### src/rtl/qsp_pkg.sv
package qsp_pkg;

    typedef enum logic [1:0] {
        SM_SHIFT = 2'd0,
        SM_A8VAR = 2'd1,
        SM_A9FIX = 2'd2,
        SM_A9VAR = 2'd3
    } sp_mode_e;

    typedef struct packed {
        sp_mode_e mode;
        logic     mp_en;
        logic     rx_en;
        logic     tx_b8;
        logic     rx_b8;
        logic     tx_done;
        logic     rx_done;
    } sp_ctl_t;

    localparam int FRAME_W = 11;

    // index 0 is the start bit; the top bit is always a stop level
    function automatic logic [FRAME_W-1:0] frame_of(input logic [7:0] d, input logic b9);
        return {1'b1, b9, d, 1'b0};
    endfunction

    function automatic logic [3:0] last_bit(input sp_mode_e m);
        return (m == SM_A8VAR) ? 4'd9 : 4'd10;
    endfunction

endpackage

### src/rtl/sp_baud.sv
module sp_baud
    import qsp_pkg::*;
#(
    parameter int OVS     = 16,
    parameter int FIX_DIV = 64
) (
    input  logic     clk,
    input  logic     rst,
    input  sp_mode_e mode,
    input  logic     dbl,
    input  logic     ovf,
    output logic     tick
);
    localparam int FIX_TICK = FIX_DIV / OVS;
    localparam int DW       = $clog2(FIX_TICK) + 1;

    logic [DW-1:0] div_q;
    logic          half_q;
    logic [DW-1:0] lim;

    assign lim = dbl ? DW'(FIX_TICK / 2 - 1) : DW'(FIX_TICK - 1);

    always_ff @(posedge clk) begin
        if (rst) begin
            div_q  <= '0;
            half_q <= 1'b0;
        end else begin
            div_q <= (div_q >= lim) ? '0 : div_q + 1'b1;
            if (ovf) half_q <= ~half_q;
        end
    end

    always_comb begin
        if (mode == SM_A9FIX) tick = (div_q == lim);
        else                  tick = ovf && (dbl || half_q);
    end
endmodule

### src/rtl/sp_tx.sv
module sp_tx
    import qsp_pkg::*;
#(
    parameter int SHIFT_DIV = 12,
    parameter int OVS       = 16
) (
    input  logic       clk,
    input  logic       rst,
    input  sp_mode_e   mode,
    input  logic       start,
    input  logic [7:0] data,
    input  logic       b9,
    input  logic       tick,
    output logic       busy,
    output logic       done,
    output logic       line,
    output logic       sclk,
    output logic       sdat,
    output logic       sdat_oe
);
    localparam int CW = $clog2((SHIFT_DIV > OVS) ? SHIFT_DIV : OVS);

    logic [FRAME_W-1:0] frm_q;
    logic [3:0]         idx_q, last_q;
    logic [CW-1:0]      cnt_q;
    logic               sh_q;

    always_ff @(posedge clk) begin
        if (rst) begin
            busy   <= 1'b0;
            sh_q   <= 1'b0;
            idx_q  <= '0;
            last_q <= '0;
            cnt_q  <= '0;
            frm_q  <= '1;
        end else if (start && !busy) begin
            busy  <= 1'b1;
            idx_q <= '0;
            cnt_q <= '0;
            sh_q  <= (mode == SM_SHIFT);
            if (mode == SM_SHIFT) begin
                frm_q  <= {3'b111, data};
                last_q <= 4'd7;
            end else begin
                frm_q  <= frame_of(data, (mode == SM_A8VAR) ? 1'b1 : b9);
                last_q <= last_bit(mode);
            end
        end else if (busy) begin
            if (sh_q || tick) begin
                if (cnt_q == CW'(sh_q ? SHIFT_DIV - 1 : OVS - 1)) begin
                    cnt_q <= '0;
                    if (idx_q == last_q) busy  <= 1'b0;
                    else                 idx_q <= idx_q + 1'b1;
                end else begin
                    cnt_q <= cnt_q + 1'b1;
                end
            end
        end
    end

    always_comb begin
        if (sh_q) done = busy && cnt_q == CW'(SHIFT_DIV - 1) && idx_q == last_q;
        else      done = busy && tick && cnt_q == CW'(OVS - 1) && idx_q == last_q - 4'd1;
    end

    assign line    = (busy && !sh_q) ? frm_q[idx_q] : 1'b1;
    assign sdat    = frm_q[idx_q];
    assign sdat_oe = busy && sh_q;
    assign sclk    = !(busy && sh_q && cnt_q < CW'(SHIFT_DIV / 2));
endmodule

### src/rtl/sp_rx.sv
module sp_rx
    import qsp_pkg::*;
#(
    parameter int SHIFT_DIV = 12,
    parameter int OVS       = 16
) (
    input  logic       clk,
    input  logic       rst,
    input  sp_mode_e   mode,
    input  logic       en,
    input  logic       held,
    input  logic       line,
    input  logic       tick,
    output logic       fin,
    output logic [7:0] data,
    output logic       b9,
    output logic       sclk
);
    localparam int CW = $clog2((SHIFT_DIV > OVS) ? SHIFT_DIV : OVS);

    logic          busy_q, sh_q, prev_q;
    logic [3:0]    idx_q;
    logic [CW-1:0] cnt_q;

    always_ff @(posedge clk) begin
        if (rst) begin
            busy_q <= 1'b0;
            sh_q   <= 1'b0;
            prev_q <= 1'b1;
            idx_q  <= '0;
            cnt_q  <= '0;
            fin    <= 1'b0;
            data   <= '0;
            b9     <= 1'b0;
        end else begin
            prev_q <= line;
            fin    <= 1'b0;
            if (!en) begin
                busy_q <= 1'b0;
            end else if (!busy_q) begin
                idx_q <= '0;
                cnt_q <= '0;
                if (mode == SM_SHIFT) begin
                    if (!held && !fin) begin
                        busy_q <= 1'b1;
                        sh_q   <= 1'b1;
                    end
                end else if (prev_q && !line) begin
                    busy_q <= 1'b1;
                    sh_q   <= 1'b0;
                end
            end else if (sh_q) begin
                if (cnt_q == CW'(SHIFT_DIV - 1)) begin
                    cnt_q <= '0;
                    data  <= {line, data[7:1]};
                    if (idx_q == 4'd7) begin
                        busy_q <= 1'b0;
                        fin    <= 1'b1;
                    end else begin
                        idx_q <= idx_q + 1'b1;
                    end
                end else begin
                    cnt_q <= cnt_q + 1'b1;
                end
            end else if (tick) begin
                if (cnt_q == CW'(OVS / 2 - 1)) begin
                    if (idx_q == 4'd0) begin
                        if (line) busy_q <= 1'b0;
                    end else if (idx_q == 4'd9) begin
                        b9     <= line;
                        busy_q <= 1'b0;
                        fin    <= 1'b1;
                    end else begin
                        data <= {line, data[7:1]};
                    end
                end
                if (cnt_q == CW'(OVS - 1)) begin
                    cnt_q <= '0;
                    idx_q <= idx_q + 1'b1;
                end else begin
                    cnt_q <= cnt_q + 1'b1;
                end
            end
        end
    end

    assign sclk = !(busy_q && sh_q && cnt_q < CW'(SHIFT_DIV / 2));
endmodule

### src/rtl/quad_serial_port.sv
module quad_serial_port
    import qsp_pkg::*;
#(
    parameter int SHIFT_DIV = 12,
    parameter int OVS       = 16,
    parameter int FIX_DIV   = 64
) (
    input  logic       clk,
    input  logic       rst,
    input  logic       bus_wr,
    input  logic       bus_sel,
    input  logic [7:0] bus_wdata,
    output logic [7:0] bus_rdata,
    input  logic       dbl_rate,
    input  logic       tmr_ovf,
    input  logic       rx_line,
    output logic       tx_line,
    output logic       sclk_o,
    output logic       sdat_o,
    output logic       sdat_oe
);
    sp_ctl_t    ctl;
    logic [7:0] rx_buf, ctl_bits, rx_data;
    logic       tick, tx_busy, tx_fin, rx_fin, rx_b9, tx_sclk, rx_sclk;
    logic       accept;

    assign ctl_bits = ctl;

    sp_baud #(.OVS(OVS), .FIX_DIV(FIX_DIV)) u_baud (
        .clk(clk), .rst(rst), .mode(ctl.mode), .dbl(dbl_rate), .ovf(tmr_ovf), .tick(tick)
    );

    sp_tx #(.SHIFT_DIV(SHIFT_DIV), .OVS(OVS)) u_tx (
        .clk(clk), .rst(rst), .mode(ctl.mode), .start(bus_wr && bus_sel),
        .data(bus_wdata), .b9(ctl.tx_b8), .tick(tick), .busy(tx_busy), .done(tx_fin),
        .line(tx_line), .sclk(tx_sclk), .sdat(sdat_o), .sdat_oe(sdat_oe)
    );

    sp_rx #(.SHIFT_DIV(SHIFT_DIV), .OVS(OVS)) u_rx (
        .clk(clk), .rst(rst), .mode(ctl.mode), .en(ctl.rx_en), .held(ctl.rx_done),
        .line(rx_line), .tick(tick), .fin(rx_fin), .data(rx_data), .b9(rx_b9),
        .sclk(rx_sclk)
    );

    // address filter only applies to the eleven-bit framings
    assign accept = (ctl.mode == SM_SHIFT) || !(ctl.mp_en && ctl.mode[1]) || rx_b9;

    always_ff @(posedge clk) begin
        if (rst) begin
            ctl    <= '0;
            rx_buf <= '0;
        end else begin
            if (bus_wr && !bus_sel) ctl <= sp_ctl_t'(bus_wdata);
            if (tx_fin) ctl.tx_done <= 1'b1;
            if (rx_fin && accept) begin
                rx_buf      <= rx_data;
                ctl.rx_done <= 1'b1;
                if (ctl.mode != SM_SHIFT) ctl.rx_b8 <= rx_b9;
            end
        end
    end

    assign bus_rdata = bus_sel ? rx_buf : ctl_bits;
    assign sclk_o    = tx_sclk & rx_sclk;
endmodule

### config.mk
export PLATFORM = sky130hd
export DESIGN_NAME = quad_serial_port
export DESIGN_NICKNAME = d
export VERILOG_FILES = /design/src/rtl/qsp_pkg.sv /design/src/rtl/sp_baud.sv /design/src/rtl/sp_tx.sv /design/src/rtl/sp_rx.sv /design/src/rtl/quad_serial_port.sv
export SDC_FILE = /design/constraint.sdc
export NUM_CORES = 1
export LEC_CHECK = 0
export BUFFER_PORTS_ARGS = -buffer_cell sky130_fd_sc_hd__buf_2
export CAP_MARGIN = 20
export CORE_MARGIN = 1.5
export CORE_UTILIZATION = 25
export DETAILED_ROUTE_END_ITERATION = 10
export GPL_TIMING_DRIVEN = 0
export HOLD_SLACK_MARGIN = 0.02
export PLACE_DENSITY_LB_ADDON = 0.08
export SYNTH_ARGS = -nofsm -noshare
export SYNTH_HDL_FRONTEND = slang
export SYNTH_HIERARCHICAL = 1
export SYNTH_SLANG_ARGS = --single-unit
### constraint.sdc
create_clock -name clk -period 5.7 [get_ports clk]
set_input_delay 0.57 -clock clk [delete_from_list [all_inputs] [get_ports clk]]
set_output_delay 0.57 -clock clk [all_outputs]
set_load 0.01 [all_outputs]
# [Word level (Yosys, flattened, before mapping)]
# Cells that the tools add are included.
[totals] regBits=66 output_inout_bits=12
[classes] order_cmp=4 addsub=6 mux=62 bitwise_logic=7 reduce_logical=50 n_eq_ne=21
[ops] cell="two-way mux 8 bit" count=7
[ops] cell="two-way mux 4 bit" count=13
[ops] cell="two-way mux 1 bit" count=36
[ops] cell="equality test 4 bit, second input constant" count=5
[ops] cell="logical AND 1 bit" count=18
[ops] cell="adder 4 x 1 -> 4 bit, second input constant" count=4
[ops] cell="AND reduction 7 bit" count=2
[ops] cell="equality test 4 bit" count=3
[ops] cell="!= test 3 bit, second input constant" count=4
[ops] cell="nonzero test 2 bit" count=6
[ops] cell="two-way mux 10 bit" count=1
[ops] cell="zero test 1 bit" count=9
[ops] cell="equality test 4 x 3 -> 1 bit, second input constant" count=2
[ops] cell="less-than comparator 4 x 3 -> 1 bit, second input constant" count=2
[ops] cell="AND reduction 4 bit" count=2
[ops] cell="two-way mux 3 bit" count=2
[ops] cell="!= test 2 x 1 -> 1 bit, second input constant" count=3
[ops] cell="inverter 1 bit" count=6
[ops] cell="OR reduction 2 bit" count=3
[ops] cell="less-than comparator 4 x 5 -> 1 bit, second input constant" count=1
[ops] cell="AND reduction 5 bit" count=1
[ops] cell="binary-select mux 1 bit (select 4 bit)" count=1
[ops] cell="zero test 4 bit" count=1
[ops] cell="logical OR 1 bit" count=4
[ops] cell="other kinds (12)" count=14

# [Longest topological paths before layout]
[logic_depth] depth_word=8 mapped_depth=9

# [Hierarchy]
# The synthesis kept the hierarchy.
[by_module_without_submodules] module="sp_tx" n_inst=1 area_per_inst_um2=1321.3 cells_per_inst=151
[by_module_without_submodules] module="sp_rx" n_inst=1 area_per_inst_um2=1203.7 cells_per_inst=128
[by_module_without_submodules] module="quad_serial_port" n_inst=1 area_per_inst_um2=805.8 cells_per_inst=89
[by_module_without_submodules] module="sp_baud" n_inst=1 area_per_inst_um2=176.4 cells_per_inst=17

# [Worst setup path after synthesis]
# No wires, ideal clock.
[synth_path] kind="input-to-reg" startpoint="in dbl_rate" endpoint="reg u_rx.data[3]" required_ns=5.628 setup_slack_ns=3.505 path_buffers=1 t_arrival_ns=2.123 cell_stages=8 setup_time_ns=0.072 path_cell_list="ha_1 > nand4b_1 > o22ai_1 > o211a_1 > nand2_1 > and3b_1 > clkbuf_1 > mux2i_1"
[synth_between] elab_chain_len=5
[synth_rtl] item="start, declared" line_no="quad_serial_port.sv:14" source="input logic dbl_rate,"
[synth_rtl] item="two-way mux 2 bit / logical OR 1 bit (equally long branches)" line_no="sp_baud.sv:21, sp_baud.sv:35"
[synth_rtl] item="equality test 3 bit / logical AND 1 bit (equally long branches)" line_no="sp_baud.sv:34, sp_baud.sv:35"
[synth_rtl] item="two-way mux 1 bit *" line_no="sp_baud.sv:34" source="if (mode == SM_A9FIX) tick = (div_q == lim);"
[synth_rtl] item="named net tick" line_no="quad_serial_port.sv:24" source="logic tick, tx_busy, tx_fin, rx_fin, rx_b9, tx_sclk, rx_sclk;"
[synth_rtl] item="nonzero test 2 bit (no source line) *"
[synth_rtl] item="AND reduction 7 bit (no source line) *"
[synth_rtl] item="end signal, assigned" line_no="sp_rx.sv:55" source="data <= {line, data[7:1]};"
[synth_rtl] item="end signal, assigned" line_no="sp_rx.sv:74" source="data <= {line, data[7:1]};"
[synth_rtl] item="end, declared" line_no="sp_rx.sv:15" source="output logic [7:0] data,"
# The timed path passes the listed nets; every way through them passes the cells marked *.
# A chain may end at the register's enable or synchronous reset.

# [Worst setup path after layout]
[layout_path] startpoint="in dbl_rate" endpoint="reg u_rx.data[6]"
# The elaborated chain is that of the path after synthesis.

==> qor.txt <==
status: completed
Tightest Hold Check Type: reg2reg
Crit. End Element: flop
Die X: 121 um
Synth Area per Inst: 9.11 um^2
setup repair after global routing missed its margin: false
Final Hold Fails: 0
TritonCTS clock tree: yes
crit-path cells: buf_2 > ha_1 > nand4b_1 > o22ai_1 > o211a_1 > nand2_1 > and3b_1 > clkbuf_1 > mux2i_1
latest clock arrival within the worst-skew pair: 0.33 ns
initial antenna violation count: 0
# resized after CTS: 0
Die ar.: 14,700 um^2
Synth Warn #: 6
Critical Path AT: 2.82 ns
Antenna Nets Post-Route: 0
DP Wirelength: 6570 um
clock slew at reported path FFs: 0.05 ns
GRT Util Overall: 0.134
P&R area growth vs syn: 19.2%
critical path's slowest cell: o22ai_1
PD cells: 279 nW/um^2
vias: 2,852
Finish-stage setup viols: 0
Net Count, Synth: 409
Sink Count: 64
Slew @ Worst Pin: 0.840 ns
TritonCTS Buffers: 9
CP max stage delay: 0.68 ns
ranking of synthesized cells by area: dfxtp_1 37%, mux2i_1 4.0%, nand2_1 3.9%
Worst Skew: 0.00464 ns
crit-path leading delay family: compound AO/OA/AOI/OAI gates
Slew HR: 0.440
setup bufs post-CTS: 0
die height: 121 um
startpoint types: primary input
clk root buf: clkbuf_16
WL final: 9100 um
Layout Utilization: 0.304
synthesized area: 3510 um^2
Port Buffers: 26
drt drc: 0
IO Count: 27
H-Tree Depth: 3
Critical Setup Path Class: in2reg
final worst-path cycle share: 0.449
Yosys cell types: 69
fin crit period: 2.56 ns
CP required: 5.96 ns
layout cells sized above 1: 0.197
total power: 1.17 mW
Mapped Cells: 385
prevailing post-synth register cell: dfxtp_1
Final Max Tran Viols: 0
hold buffer count at cts: 0
antenna fix cells: 0
max_cap viols: 0
Critical Path Fanout Max: 8
largest area contributor in the netlist: dfxtp_1
core area: 13,800 um^2
WL/cell: 15.0 um
Post-synth ARST share: 0
Synth top area share: 0.365
starting density of the core: 0.255
Max clock buf depth: 2
total grt overflow: 0
first-pass GRT wire length: 14,900 um
#FFs+latches synth: 64
Leak Pwr: 1.66 nW
largest net degree at the start of global routing: 14
Final GP Congestion: 0.733
CP bufs+invs: 2
max frequency: 391 MHz
Layout Nets: 446
post-synthesis sequential area ratio: 0.365
num rows: 43
Via density: 4.70
DR iter-0 viols: 135
vias in the first global route: 2,794
drt pass-1 iters: 4
number of synthesized flops with an enable pin: 0
Worst VDD drop: 0.000128 V
post-route setup TNS: 0 ns
## cell usage in the layout (no fill, tap or decap), drive strengths merged, types with 4 or more instances in the layout
| cell type | netlist | layout |
|---|---|---|
| nor2b | 6 | 6 |
| nor3 | 7 | 7 |
| nor2 | 25 | 25 |
| mux2i | 14 | 14 |
| a21oi | 18 | 18 |
| nand2b | 21 | 21 |
| and3 | 6 | 6 |
| clkbuf | 10 | 24 |
| o21ai | 23 | 23 |
| inv | 7 | 7 |
| nand4b | 11 | 11 |
| a21boi | 4 | 4 |
| buf | 14 | 40 |
| and2 | 6 | 6 |
| a31oi | 4 | 4 |
| a211o | 8 | 8 |
| ha | 9 | 9 |
| nand4 | 7 | 7 |
| nand2 | 36 | 36 |
| xor2 | 8 | 8 |
| dfxtp | 64 | 64 |
| xnor2 | 4 | 4 |
| nand3 | 11 | 11 |
| mux2 | 9 | 9 |
## kinds of logic after synthesis
| group | synth area share |
|---|---|
| muxes | 0.0838 |
| buffers and inverters | 0.0582 |
| xor gates and xnor gates | 0.0343 |
| DFF | 0.365 |
| adders and majority gates | 0.0321 |
| and+or+nand+nor | 0.271 |
| AOI/OAI and AO/OA | 0.156 |
## synth_stat cells (all sizes together) (9+ instances only)
cell	count
clkbuf	10
mux2	9
mux2i	14
a21oi	18
nand2	36
buf	14
dfxtp	64
nand4b	11
nand3	11
nor2	25
ha	9
nand2b	21
o21ai	23
## path summary, 6_finish.rpt
kind | startpoint | to | slack, ns | cells past startpoint
hold reg to reg | u_tx/frm_q[4] | u_tx/frm_q[4] | 0.45 | 1
setup reg to reg | u_baud/div_q[1] | u_rx/data[6] | 3.17 | 8
setup / recovery | dbl_rate | u_rx/data[6] | 3.14 | 9
hold / removal | u_tx/frm_q[4] | u_tx/frm_q[4] | 0.45 | 1
## sequential cells by signal (all words and copies together), names as in the netlist, 3 cells and up
signal,cells
u_rx/cnt_q,4
u_tx/frm_q,10
u_rx/data,8
u_rx/idx_q,4
u_tx/idx_q,4
ctl,8
u_tx/last_q,4
rx_buf,8
u_baud/div_q,3
u_tx/cnt_q,4
## stage by stage
step	instances	hold WS, ns	instance area (um^2)	setup slack, ns
after floorplan	385	0.427	3510	3.51
after global placement	591	0.438	3860	2.69
after detailed placement	591	0.444	3860	2.71
after CTS	607	0.456	4180	3.04
after global routing	607	0.474	4180	2.86
final	607	0.453	4180	3.14
## worst reg2reg max path, stage by stage, from the launching register on
cell and delay [ns]:
dfxtp_1 0.31, ha_1 0.30, nand4b_1 0.10, o22ai_1 0.68, o211a_1 0.25, nand2_1 0.09, and3b_1 0.25, clkbuf_1 0.26
mux2i_1 0.22
## area by class of cell
cell class,count,area (um^2)
flip-flops and latches,64,1280
clock buffers,14,284
multi-input cells,289,2020
clock inverters,2,35.0
inverters,7,26.3
repair buffers,26,130
plain buffers,25,178
fillers,1530,9590
well taps,180,225
## power breakdown
group	internal [mW]	switching, mW
sequential	0.462	0.0123
clock	0.386	0.200
combinational	0.0479	0.0586
total	0.896	0.271
## routing by layer
metal  routed length, um  vias to the layer above  part of all wire  track usage
li1                    -                     1463                 -            -
met4                 184                        0             0.020       0.0640
met5                   0                        -                 0            0
met3                 214                       14             0.024       0.0244
met1                4610                     1336              0.51        0.188
met2                4100                       39              0.45        0.196
(Power assumes the default switching activity.)
